$ cat src/rtl/cmpl_ring_pkg.sv
`timescale 1ns/1ps
package cmpl_ring_pkg;

    localparam int WORD_W   = 32;
    localparam int N_WORDS  = 8;
    localparam int ENTRY_W  = WORD_W * N_WORDS;

    // Field positions that the ring consumer decodes
    localparam int ERR_WORD   = 2;
    localparam int ERR_BIT    = 31;
    localparam int KIND_WORD  = 2;
    localparam int KIND_LSB   = 6;
    localparam int KIND_W     = 3;
    localparam int STAMP_WORD = 7;
    localparam int STAMP_LSB  = 28;
    localparam int STAMP_W    = 4;

    typedef logic [N_WORDS-1:0][WORD_W-1:0] entry_t;
    typedef logic [STAMP_W-1:0]             stamp_t;

    typedef enum logic {
        ACT_BUF_POOL  = 1'b0,
        ACT_LINK_LIST = 1'b1
    } act_e;

    localparam stamp_t ECODE_BUF_TO_LINK = 4'd1;
    localparam stamp_t ECODE_LINK_TO_BUF = 4'd2;

    typedef struct packed {
        logic   to_err;
        stamp_t code;
    } route_t;

    function automatic logic kind_is_link(entry_t e);
        return e[KIND_WORD][KIND_LSB +: KIND_W] != '0;
    endfunction

    function automatic entry_t put_stamp(entry_t e, stamp_t v);
        entry_t r;
        r = e;
        r[STAMP_WORD][STAMP_LSB +: STAMP_W] = v;
        return r;
    endfunction

endpackage

$ cat src/rtl/cmpl_classify.sv
`timescale 1ns/1ps
module cmpl_classify
    import cmpl_ring_pkg::*;
(
    input  entry_t desc,
    input  act_e   action,
    output route_t route,
    output entry_t body
);
    logic is_link;
    logic mm_buf_to_link;
    logic mm_link_to_buf;

    always_comb begin
        is_link        = kind_is_link(desc);
        mm_buf_to_link = !is_link && (action == ACT_LINK_LIST);
        mm_link_to_buf =  is_link && (action == ACT_BUF_POOL);

        route.to_err = desc[ERR_WORD][ERR_BIT] | mm_buf_to_link | mm_link_to_buf;
        if (mm_buf_to_link)
            route.code = ECODE_BUF_TO_LINK;
        else if (mm_link_to_buf)
            route.code = ECODE_LINK_TO_BUF;
        else
            route.code = desc[STAMP_WORD][STAMP_LSB +: STAMP_W];

        body = desc;
        body[ERR_WORD][ERR_BIT] = route.to_err;
    end
endmodule

$ cat src/rtl/ring_ctrl.sv
`timescale 1ns/1ps
module ring_ctrl
    import cmpl_ring_pkg::*;
#(
    parameter int DEPTH    = 8,
    parameter bit STAMP_EN = 1'b1,
    localparam int IW      = (DEPTH > 1) ? $clog2(DEPTH) : 1
) (
    input  logic          clk,
    input  logic          rst,
    input  logic          push,
    input  logic [IW-1:0] tail,
    input  stamp_t        alt_stamp,
    output logic [IW-1:0] idx,
    output logic          full,
    output stamp_t        stamp
);
    localparam logic [IW-1:0] LAST = IW'(DEPTH - 1);

    logic [IW-1:0] idx_nxt;
    logic          wraps;
    stamp_t        lap_part;

    assign wraps   = (idx == LAST);
    assign idx_nxt = wraps ? '0 : idx + 1'b1;
    assign full    = (idx_nxt == tail);

    always_ff @(posedge clk) begin
        if (rst)
            idx <= '0;
        else if (push)
            idx <= idx_nxt;
    end

    generate
        if (STAMP_EN) begin : g_lap
            stamp_t laps;
            always_ff @(posedge clk) begin
                if (rst)
                    laps <= '0;
                else if (push && wraps)
                    laps <= laps + 1'b1;
            end
            assign lap_part = laps + 1'b1;
        end else begin : g_no_lap
            assign lap_part = '0;
        end
    endgenerate

    assign stamp = lap_part ^ alt_stamp;
endmodule

$ cat src/rtl/ring_wport.sv
`timescale 1ns/1ps
module ring_wport
    import cmpl_ring_pkg::*;
#(
    parameter int IW = 3
) (
    input  logic          clk,
    input  logic          rst,
    input  logic          accept,
    input  logic [IW-1:0] idx_in,
    input  entry_t        entry_in,
    output logic          wr_en,
    output logic [IW-1:0] wr_idx,
    output entry_t        wr_data,
    output logic          new_pulse
);
    always_ff @(posedge clk) begin
        if (rst) begin
            wr_en     <= 1'b0;
            wr_idx    <= '0;
            wr_data   <= '0;
            new_pulse <= 1'b0;
        end else begin
            wr_en     <= accept;
            new_pulse <= wr_en;
            if (accept) begin
                wr_idx  <= idx_in;
                wr_data <= entry_in;
            end
        end
    end
endmodule

$ cat src/rtl/cmpl_ring_producer.sv
`timescale 1ns/1ps
module cmpl_ring_producer
    import cmpl_ring_pkg::*;
#(
    parameter int CMPL_DEPTH = 8,
    parameter int ERR_DEPTH  = 4
) (
    input  logic                          clk,
    input  logic                          rst,
    input  logic                          in_valid,
    output logic                          in_ready,
    input  logic [255:0]                  in_desc,
    input  logic                          in_action,
    input  logic [$clog2(CMPL_DEPTH)-1:0] cmpl_tail,
    input  logic [$clog2(ERR_DEPTH)-1:0]  err_tail,
    output logic                          cmpl_wr_en,
    output logic [$clog2(CMPL_DEPTH)-1:0] cmpl_wr_idx,
    output logic [255:0]                  cmpl_wr_data,
    output logic                          cmpl_new,
    output logic                          err_wr_en,
    output logic [$clog2(ERR_DEPTH)-1:0]  err_wr_idx,
    output logic [255:0]                  err_wr_data,
    output logic                          err_new
);
    localparam int CIW = $clog2(CMPL_DEPTH);
    localparam int EIW = $clog2(ERR_DEPTH);

    entry_t   desc;
    route_t   route;
    entry_t   body;
    logic     accept;
    logic     c_push, e_push;
    logic     c_full, e_full;
    logic [CIW-1:0] c_idx;
    logic [EIW-1:0] e_idx;
    stamp_t   c_stamp, e_stamp;
    entry_t   c_entry, e_entry;
    entry_t   c_wdata, e_wdata;

    assign desc = entry_t'(in_desc);

    cmpl_classify u_classify (
        .desc   (desc),
        .action (act_e'(in_action)),
        .route  (route),
        .body   (body)
    );

    assign in_ready = route.to_err ? !e_full : !c_full;
    assign accept   = in_valid && in_ready;
    assign c_push   = accept && !route.to_err;
    assign e_push   = accept &&  route.to_err;

    ring_ctrl #(.DEPTH(CMPL_DEPTH), .STAMP_EN(1'b1)) u_cmpl_ctrl (
        .clk       (clk),
        .rst       (rst),
        .push      (c_push),
        .tail      (cmpl_tail),
        .alt_stamp ('0),
        .idx       (c_idx),
        .full      (c_full),
        .stamp     (c_stamp)
    );

    ring_ctrl #(.DEPTH(ERR_DEPTH), .STAMP_EN(1'b0)) u_err_ctrl (
        .clk       (clk),
        .rst       (rst),
        .push      (e_push),
        .tail      (err_tail),
        .alt_stamp (route.code),
        .idx       (e_idx),
        .full      (e_full),
        .stamp     (e_stamp)
    );

    assign c_entry = put_stamp(body, c_stamp);
    assign e_entry = put_stamp(body, e_stamp);

    ring_wport #(.IW(CIW)) u_cmpl_wport (
        .clk       (clk),
        .rst       (rst),
        .accept    (c_push),
        .idx_in    (c_idx),
        .entry_in  (c_entry),
        .wr_en     (cmpl_wr_en),
        .wr_idx    (cmpl_wr_idx),
        .wr_data   (c_wdata),
        .new_pulse (cmpl_new)
    );

    ring_wport #(.IW(EIW)) u_err_wport (
        .clk       (clk),
        .rst       (rst),
        .accept    (e_push),
        .idx_in    (e_idx),
        .entry_in  (e_entry),
        .wr_en     (err_wr_en),
        .wr_idx    (err_wr_idx),
        .wr_data   (e_wdata),
        .new_pulse (err_new)
    );

    assign cmpl_wr_data = c_wdata;
    assign err_wr_data  = e_wdata;
endmodule

$ cat config.mk
export PLATFORM = sky130hd
export DESIGN_NAME = cmpl_ring_producer
export DESIGN_NICKNAME = d
export VERILOG_FILES = /design/src/rtl/cmpl_ring_pkg.sv /design/src/rtl/cmpl_classify.sv /design/src/rtl/ring_ctrl.sv /design/src/rtl/ring_wport.sv /design/src/rtl/cmpl_ring_producer.sv
export SDC_FILE = /design/constraint.sdc
export NUM_CORES = 1
export LEC_CHECK = 0
export ABC_CLOCK_PERIOD_IN_PS = 3150
export BUFFER_PORTS_ARGS = -buffer_cell sky130_fd_sc_hd__buf_2
export CAP_MARGIN = 0
export CELL_PAD_IN_SITES_DETAIL_PLACEMENT = 1
export CELL_PAD_IN_SITES_GLOBAL_PLACEMENT = 1
export CORE_AREA = 2 2 307 309
export CTS_CLUSTER_DIAMETER = 40
export CTS_CLUSTER_SIZE = 14
export DETAILED_ROUTE_END_ITERATION = 16
export DIE_AREA = 0 0 309 311
export PLACE_DENSITY_LB_ADDON = 0.1
export SYNTH_ARGS = -nofsm -noshare
export SYNTH_HDL_FRONTEND = slang
export SYNTH_SLANG_ARGS = --single-unit
export TNS_END_PERCENT = 5
$ cat constraint.sdc
create_clock -name clk -period 3.15 [get_ports clk]
set_input_delay 0.63 -clock clk [delete_from_list [all_inputs] [get_ports clk]]
set_output_delay 0.63 -clock clk [all_outputs]
set_load 0.01 [all_outputs]
# After elaboration in Yosys (flattened, before gate mapping)
# Index checks and enable logic that the tools add are counted.
[totals]
elab_cells = 51
latch_bits = 0
out_inout_bits = 522
n_memories = 0
ramBits = 0
reg_bits = 530
mem_bits_ro = 0
[classes]
n_reduce_logical = 11
n_mux = 5
bitwise_logic = 3
eq_ne = 4
n_div = 0
n_shift = 0
n_addsub = 3
n_lt_le_gt_ge = 0
mul = 0
[op_table]
columns = ["cell", "n"]
rows = [
  ["two-way mux 4 bit", 2],
  ["logical AND 1 bit", 6],
  ["adder 4 x 1 -> 4 bit (second input constant)", 1],
  ["zero test 1 bit", 4],
  ["adder 3 x 1 -> 3 bit (second input constant)", 1],
  ["== test 3 bit", 1],
  ["== test 3 bit (second input constant)", 1],
  ["two-way mux 3 bit", 1],
  ["nonzero test 3 bit", 1],
  ["adder 2 x 1 -> 2 bit (second input constant)", 1],
  ["== test 2 bit", 1],
  ["== test 2 bit (second input constant)", 1],
  ["two-way mux 2 bit", 1],
  ["OR 1 bit", 2],
  ["two-way mux 1 bit", 1],
  ["NOT 1 bit", 1],
]

# Depth between registers and ports, before layout
# Gate-level depths: netlist (run 1).
[logic_depth]
depth_word = 9
mapped_depth = 9
ltp_nobuf = 6

# By module
# From an unflattened synthesis (run 1), not the netlist that was laid out.
[unflattened]
cells_unflattened = 2012
area_unflattened_um2 = 21141.5
[modules_own_cells]
columns = ["mod", "area_per_inst_um2", "cells_per_inst", "instances"]
rows = [
  ["ring_wport at u_cmpl_wport", 9277.6, 839, 1],
  ["ring_wport at u_err_wport", 9245.1, 836, 1],
  ["cmpl_classify", 2029.4, 271, 1],
  ["ring_ctrl at u_cmpl_ctrl", 421.7, 47, 1],
  ["ring_ctrl at u_err_ctrl", 137.6, 15, 1],
  ["cmpl_ring_producer", 30.0, 4, 1],
]

# Least setup slack after synthesis (run 1)
# Ideal clock, no wire load.
[synth_path]
path_type = "input to output"
start = "input in_desc[70]"
end = "output in_ready"
t_required_ps = 2520
n_path_buf = 3
cell_stages = 7
arrival_ps = 2134
slack_ps = 386
cell_sequence = "nor3_4 mux2i_1 buf_2 clkbuf_1 clkbuf_1 nor2_1 a21oi_1"
[synth_via]
elab_chain_cells = 6
elab_cells_between_ends = 7
cone_classes = "mux: 1; bitwise: 2; reduce/logical: 4"
[synth_rtl]
columns = ["element", "line", "source"]
rows = [
  ["from (decl)", "cmpl_ring_producer.sv:12", "input logic [255:0] in_desc,"],
  ["nonzero test 3 bit *", "cmpl_ring_pkg.sv:35", "return e[KIND_WORD][KIND_LSB +: KIND_W] != '0;"],
  ["zero test 1 bit", "cmpl_classify.sv:16", "mm_buf_to_link = !is_link && (action == ACT_LINK_LIST);"],
  ["logical AND 1 bit", "cmpl_classify.sv:16", ""],
  ["OR 1 bit", "cmpl_classify.sv:19", "route.to_err = desc[ERR_WORD][ERR_BIT] | mm_buf_to_link | mm_link_to_buf;"],
  ["OR 1 bit *", "cmpl_classify.sv:19", ""],
  ["two-way mux 1 bit *", "cmpl_ring_producer.sv:49", "assign in_ready = route.to_err ? !e_full : !c_full;"],
  ["to (decl)", "cmpl_ring_producer.sv:11", "output logic in_ready,"],
]
# Mark *: on every way between the ends. The rest lies on a longest branch, timed or not.

# Worst setup path after layout (run 1)
[layout_path]
start = "register u_cmpl_ctrl.idx[0]"
end = "output in_ready"
[layout_via]
elab_chain_cells = 5
elab_cells_between_ends = 6
cone_classes = "add/sub: 1; eq/ne: 2; mux: 2; reduce/logical: 1"
[layout_rtl]
columns = ["element", "line", "source"]
rows = [
  ["from (decl)", "ring_ctrl.sv:14", "output logic [IW-1:0] idx,"],
  ["from (signal assigned)", "ring_ctrl.sv:32", "idx <= idx_nxt;"],
  ["adder 3 x 1 -> 3 bit or == test 3 bit (tied branches)", "ring_ctrl.sv:25, ring_ctrl.sv:24", ""],
  ["two-way mux 3 bit *", "ring_ctrl.sv:25", "assign idx_nxt = wraps ? '0 : idx + 1'b1;"],
  ["== test 3 bit *", "ring_ctrl.sv:26", "assign full = (idx_nxt == tail);"],
  ["zero test 1 bit *", "cmpl_ring_producer.sv:49", ""],
  ["two-way mux 1 bit *", "cmpl_ring_producer.sv:49", ""],
]
# Marks and branches as above.

==> results of run 1 <==
==> cells in the mapped netlist, types with 2 or more instances <==
| cell | n | share of area |
|---|---|---|
| a211oi_1 | 4 | 0.0015 |
| a21oi_1 | 520 | 0.13 |
| buf_1 | 20 | 0.0037 |
| buf_2 | 72 | 0.018 |
| buf_4 | 3 | 0.0011 |
| clkbuf_1 | 190 | 0.036 |
| dfxtp_1 | 530 | 0.53 |
| ha_1 | 4 | 0.0025 |
| inv_1 | 3 | 0.00056 |
| maj3_1 | 2 | 0.0010 |
| mux2_2 | 2 | 0.0011 |
| mux2i_1 | 2 | 0.0010 |
| nand2_1 | 5 | 0.00094 |
| nand3_1 | 512 | 0.13 |
| nand4_1 | 2 | 0.00062 |
| nor2_1 | 8 | 0.0015 |
| nor2b_1 | 4 | 0.0012 |
| nor3_1 | 6 | 0.0015 |
| o21a_1 | 4 | 0.0015 |
| o21ai_0 | 507 | 0.13 |
| o21ai_1 | 7 | 0.0017 |
| o31a_1 | 2 | 0.00087 |
| or4_1 | 3 | 0.0011 |
| xor2_1 | 5 | 0.0022 |
==> flip-flops by register name, summed over array words and instances, names as in the netlist <==
signal,flops
u_cmpl_wport.new_pulse,1
u_err_wport.wr_data,256
u_err_wport.wr_en,1
u_err_ctrl.idx,2
u_cmpl_wport.wr_data,256
u_cmpl_ctrl.idx,3
u_err_wport.new_pulse,1
u_cmpl_wport.wr_en,1
u_cmpl_ctrl.g_lap.laps,4
u_cmpl_wport.wr_idx,3
u_err_wport.wr_idx,2
==> final cells by class <==
class                   count  share of cell area
flip-flops and latches    530               0.361
multi-input cells        1611               0.283
repair buffers            855               0.165
clock buffers             145               0.109
well taps                1254              0.0534
clock inverters            61              0.0266
diodes                     15             0.00128
inverters                   3            0.000383
==> routing by layer <==
layer | vias up | GRT usage | routed length [um]
met5 | - | 0 | 107
met4 | 16 | 0.0760 | 2910
met3 | 158 | 0.0732 | 8450
met2 | 647 | 0.343 | 49600
met1 | 10700 | 0.233 | 41000
li1 | 10200 | - | -
==> worst max path at each step <==
| stage | cells past startpoint | to | slack, ns | startpoint |
|---|---|---|---|---|
| 6_report | 7 | in_ready | 0.05 | u_cmpl_ctrl.idx[0]$_SDFFE_PP0P_ |
| 5_1_grt | 7 | in_ready | -0.05 | u_cmpl_ctrl.idx[0]$_SDFFE_PP0P_ |
| 4_1_cts | 7 | in_ready | 0.0004 | u_cmpl_ctrl.idx[0]$_SDFFE_PP0P_ |
| 3_5_place_dp | 7 | u_err_wport.wr_data[48]$_SDFFE_PP0P_ | 0.32 | in_desc[70] |
| 3_3_place_gp | 7 | u_err_wport.wr_data[154]$_SDFFE_PP0P_ | 0.30 | in_desc[70] |
| 2_1_floorplan | 7 | in_ready | 0.39 | in_desc[70] |
==> cell usage in the layout (no fill, tap or decap), types with 23 or more instances in the layout <==
| cell | n |
|---|---|
| buf_2 | 785 |
| dfxtp_1 | 528 |
| buf_12 | 30 |
| a21oi_1 | 519 |
| buf_4 | 39 |
| clkbuf_16 | 114 |
| clkinv_2 | 30 |
| clkbuf_8 | 23 |
| o21ai_0 | 507 |
| nand3_1 | 512 |
==> cell families after synthesis <==
logic type | Yosys count | synth area share
AOI/OAI and AO/OA | 1050 | 0.266
muxes | 4 | 0.00212
xor gates and xnor gates | 6 | 0.00262
adders and majority gates | 6 | 0.00349
buffers and inverters | 290 | 0.0598
DFF | 530 | 0.529
and+or+nand+nor | 545 | 0.137
==> critical path: stages, from the launching register on <==
cell and delay, ns:
dfxtp_4 0.34, ha_2 0.19, ha_4 0.17, o21a_1 0.19
or4_4 0.56, nor2_4 0.11, a21oi_2 0.06, buf_2 0.17
==> power breakdown <==
part | internal [W] | total [W] | switching, W | leakage, nW
clock | 0.00845 | 0.0124 | 0.00392 | 1.97
sequential | 0.00712 | 0.00731 | 0.000190 | 4.32
combinational | 0.000878 | 0.00275 | 0.00188 | 5.92
==> stage by stage <==
| stage | TNS [ns] | util |
|---|---|---|
| after floorplan | 0 | - |
| after global placement | 0 | 0.273 |
| after detailed placement | 0 | 0.273 |
| after CTS | 0 | 0.316 |
| after global routing | -0.0462 | 0.316 |
| final | 0 | 0.317 |
==> what timing repair did <==
action | 4_1_cts | 5_1_grt
gates resized for setup | 10 | 0
setup endpoints to repair | 1 | 1
buffers inserted | 2 | 0
pin swaps | 2 | 0
==> metrics, run 1 <==
reg2reg setup slack 0.52 ns; clock-pin slew on the worst setup and hold paths approximately 0.050 ns; Power Density between 700 and 800 mW/mm^2; pre-CTS WS between 0.3 and 0.4 ns; crit-path max FO 4; Hold Path Class input pin to register; Hold Slack about 0.21 ns; Post-Syn Nets 2700; number of DRC markers in iteration 0 1215; RePlAce Congestion just over 0.8; Global Route Usage Sum 0.203; Hold Path Depth 3; CTS max path bufs 3; Cell variety after synth 38; cell area after synthesis about 0.02 mm^2; Layout Skew 0.0241 ns; worst skew pair latency between 0.6 and 0.7 ns; Critical Path RT roughly 2.5 ns; Top Ports between 700 and 800; fill cell count 11000; outcome completed; Die Span Y 311 um; Post-Syn Instances between 2000 and 2500; FF-to-FF Start u_cmpl_ctrl.idx[0]$_SDFFE_PP0P_; I/O Buffers 786; R2R depth 8; # rows between 100 and 150; core area slightly above 0.09 mm^2; initial antenna violation count 27; Ys Warns 0; Tcrit/Tclk final 0.984; Tot Pwr 0.0224 W; largest net degree at the start of global routing roughly 140; Max Fclk between 300 and 400 MHz; layout cell share with drive strength beyond 1 0.334; die area ~0.096 mm^2; first-pass GRT wire length ~150000 um; clock sinks 530; Post-DP HPWL 69700 um; CTS root buf clkbuf_16; FF+latch count, synth 530; Worst-Margin Slew between 0.7 and 0.8 ns; Post-synth EDFFs 0; final hold vios 0; CTS tree built; register area share after synthesis 0.529; routed vias/inst around 4.8; Final setup violation count 0; HP Start in_desc[24]; Initial Util 0.216; placed cell area between 0.02 and 0.03 mm^2; element type at the critical path start register; CP Class register to primary output; maximum VDD drop 0.000485 V; drt wl/cell ~23 um; Async S/R FF share, synth 0; CTS H-tree lvls 3; minimum clock period after layout just over 3 ns; chip width ~310 um; Layout Cells excl Fill about 4500; Routed Antenna Nets 0; GR Overflow Total 0; Finished Cell Area around 0.03 mm^2; Multi-input gate area between 0.008 and 0.009 mm^2; NumNets Final roughly 3400; Pleak 12.2 nW; first-pass detailed-route iteration total 5; Hold-fix buffers, CTS 0; fin worst setup slack 0.0507 ns; routed vias approximately 22000; final WL about 100000 um; area grow syn2layout 46.5%; RSZ-0062 raised after global routing true; Hold Crit Endpoint u_err_wport.wr_data[24]$_SDFFE_PP0P_; critical path arrival 2.47 ns; RR Endpoint u_cmpl_wport.wr_data[186]$_SDFFE_PP0P_; Rel. slew slack 0.532; placed cells 4251; vias in the first global route between 20000 and 25000; Final Slew Violations 0; total CTS buffers 111; predominant post-synthesis flop cell dfxtp_1; # DRC 0; max cap viols 0; Mean Syn Cell Area ~8 um^2; crit path capture type primary output; Reg area around 0.011 mm^2
Note: power is estimated with default switching activity, not from simulation.
==> inputs of run 2 (changes only) <==
==> constraint.sdc (replaced) <==
create_clock -name clk -period 3.15 [get_ports clk]
set_input_delay 0.315 -clock clk [delete_from_list [all_inputs] [get_ports clk]]
set_output_delay 0.315 -clock clk [all_outputs]
set_load 0.01 [all_outputs]
==> run 2 against run 1 <==
  * Hold slack got worse by 0.15 ns
  * Routed wire length increased by 1.1%
  * Count of clock-buffer cells in the layout decreased by 2
  * Final area grew 8.8%
  * Via count up 5.2%
  * Die area unchanged
  * Register-to-register slack lost 0.27 ns
  * Final cell count is 5.6% higher
  * Global-route usage increased by 0.28 points
  * Non-clock buffer count rose by 259
  * Critical path type unchanged
  * Critical endpoint unchanged
==> metrics, run 2 (synthesis results as in run 1) <==
number of DRC markers in iteration 0 1281 (+5.4%); RR Endpoint u_err_wport.wr_data[255]$_SDFFE_PP0P_; Layout Skew 0.0166 ns (-0.00755 ns); # DRC 0 (unchanged); Final Slew Violations 0 (unchanged); vias in the first global route 23900 (+5.5%); Routed Antenna Nets 0 (unchanged); NumNets Final 3639 (+7.6%); routed vias/inst 4.83 (-0.36%); fin worst setup slack 0.205 ns (+0.155 ns); Max Fclk 340 MHz (+5.3%); Setup TNS Final 0 ns (unchanged); chip width 309 um (unchanged); routed vias 22800 (+5.2%); CTS root buf clkbuf_16; Power Density 716 mW/mm^2 (-6.3%); Tcrit/Tclk final 0.935 (-0.0491); minimum clock period after layout 2.94 ns (-0.155 ns); Rel. slew slack 0.525 (-0.00647); post-CTS resize count 0 (-10); maximum VDD drop 0.000461 V (-5.0%); first-pass GRT wire length 153000 um (+2.0%); outcome completed; element type at the critical path start register; pre-CTS WS 0.441 ns (+0.117 ns); Critical Path RT 2.83 ns (+0.31 ns); crit-path max FO 6 (+2); Post-DP HPWL 70300 um (+0.92%); CTS tree built; worst skew pair latency 0.67 ns (about the same); Largest regs u_cmpl_wport.wr_data (256), u_err_wport.wr_data (256), u_cmpl_ctrl.g_lap.laps (4); sequential power share 0.320 (-0.006); R2R depth 7 (-1); die area 0.0961 mm^2 (unchanged); GR Overflow Total 0 (unchanged); Pleak 13.3 nW (+8.9%); Top Ports 787 (unchanged); Cell Chain, Critical Path ha_1 > ha_1 > o21a_1 > or4_1 > nor2_1 > a21oi_1 > buf_2; fill cell count 11000 (-0.24%); Die Span Y 311 um (unchanged); max cap viols 0 (unchanged); Global Route Usage Sum 0.206 (+0.00280); # rows 112 (unchanged); core area 0.0928 mm^2 (unchanged); RSZ-0062 raised after global routing false; clock-pin slew on the worst setup and hold paths 0.05 ns (about the same); Clock power frac 0.548 (-0.003); largest net degree at the start of global routing 121 (-12%); Final setup violation count 0 (unchanged); critical path's slowest cell or4_1; most used cell along the critical path ha_1; Hold Crit Endpoint u_cmpl_wport.wr_data[185]$_SDFFE_PP0P_; combinational share of power 0.133 (+0.010); Internal Pwr Total 0.0168 W (+2.2%); CTS max path bufs 3 (unchanged); Top delay family on crit path simple AND/OR/NAND/NOR gates; RePlAce Congestion 0.815 (+0.84%); I/O Buffers 786 (unchanged); Bufs and invs on worst path 1 (unchanged); drt wl/cell 21.8 um (-4.2%); FF-to-FF Start u_err_ctrl.idx[0]$_SDFFE_PP0P_; critical path arrival 2.63 ns (+0.16 ns); crit path capture type primary output; leading cell types in the layout, fill and taps excluded 785 x buf_2, 530 x dfxtp_1, 520 x a21oi_1; first-pass detailed-route iteration total 7 (+2); HP Start rst; total CTS buffers 110 (-0.90%); final hold vios 0 (unchanged); reg2reg setup slack 0.25 ns (-0.27 ns); Worst-Margin Slew 0.712 ns (+0.00970 ns); Switch Pwr 0.00605 W (+1.1%); initial antenna violation count 11 (-59%); Initial Util 0.216 (unchanged); Crit path largest cell delay 0.56 ns (about the same); commonest non-fill, non-tap cell in the layout buf_2; area grow syn2layout 59.3%; final WL 103000 um (+1.1%); Net Sw Frac 0.265 (-0.00204); Hold Path Class input pin to register; clock sinks 530 (unchanged); CP Class register to primary output; CTS H-tree lvls 3 (unchanged); Hold Path Depth 2 (-1); layout cell share with drive strength beyond 1 0.307 (-0.0272)
==> run 2: changes by cell type in the layout (fill, tap and decap cells not counted), sizes merged <==
cell / previous run / this run
clkbuf: 145 / 143
inv: 5 / 8
bufinv: 17 / 20
clkinvlp: 7 / 9
dlygate4sd3: 0 / 255
buf: 855 / 859
clkinv: 35 / 28
diode: 15 / 8
==> run 2: worst max-delay path by stage <==
stage,start,endpoint,slack (ns),depth (start not counted)
4_1_cts,in_desc[70],in_ready,0.06,8
5_1_grt,u_cmpl_ctrl.idx[0]$_SDFFE_PP0P_,in_ready,0.02,7
3_5_place_dp,in_desc[70],u_cmpl_wport.wr_data[255]$_SDFFE_PP0P_,0.44,6
2_1_floorplan,u_cmpl_ctrl.idx[0]$_SDFFE_PP0P_,u_cmpl_wport.wr_data[39]$_SDFFE_PP0P_,0.93,8
3_3_place_gp,in_desc[70],u_cmpl_wport.wr_data[255]$_SDFFE_PP0P_,0.56,6
6_report,u_cmpl_ctrl.idx[0]$_SDFFE_PP0P_,in_ready,0.21,7
==> run 2: layer usage <==
| metal | track usage | share of wire | vias up |
|---|---|---|---|
| met5 | 0 | 0.00024 | - |
| met4 | 0.0908 | 0.043 | 4 |
| met3 | 0.0680 | 0.075 | 209 |
| met2 | 0.344 | 0.48 | 728 |
| met1 | 0.238 | 0.40 | 11200 |
| li1 | - | - | 10700 |
==> run 2: metrics by stage <==
stage / power, W / cells / area [um^2] / util / hold WS [ns]
2_1_floorplan: 0.00879 / 2431 / 20000 / - / 0.452
3_3_place_gp: 0.0102 / 4254 / 25300 / 0.273 / 0.450
3_5_place_dp: 0.0102 / 4254 / 25300 / 0.273 / 0.458
4_1_cts: 0.0232 / 4714 / 31900 / 0.344 / 0.0177
5_1_grt: 0.0238 / 4724 / 31900 / 0.344 / 0.0321
6_report: 0.0229 / 4725 / 31900 / 0.344 / 0.0536
==> run 2: area by class of cell <==
type,instances,area [um^2],share of cell area
flip-flops and latches,530,10600,0.332
multi-input cells,1611,8280,0.259
repair buffers,1114,7440,0.233
clock buffers,143,3140,0.0984
well taps,1254,1570,0.0491
clock inverters,62,867,0.0271
diodes,8,20.0,0.000627
inverters,3,11.3,0.000353
==> run 2: what timing repair did <==
item,4_1_cts,5_1_grt
hold buffers,255,0
hold endpoints to repair,498,0
setup endpoints to repair,0,1
buffers inserted,0,3
==> run 2: power groups by stage <==
stage | Combinational, W | Clock, W | Sequential (W)
global route | 0.00330 | 0.0131 | 0.00735
finish | 0.00303 | 0.0125 | 0.00731
global placement | 0.00276 | 0 | 0.00742
CTS | 0.00307 | 0.0128 | 0.00731
detailed placement | 0.00280 | 0 | 0.00744
floorplan | 0.00119 | 0 | 0.00759
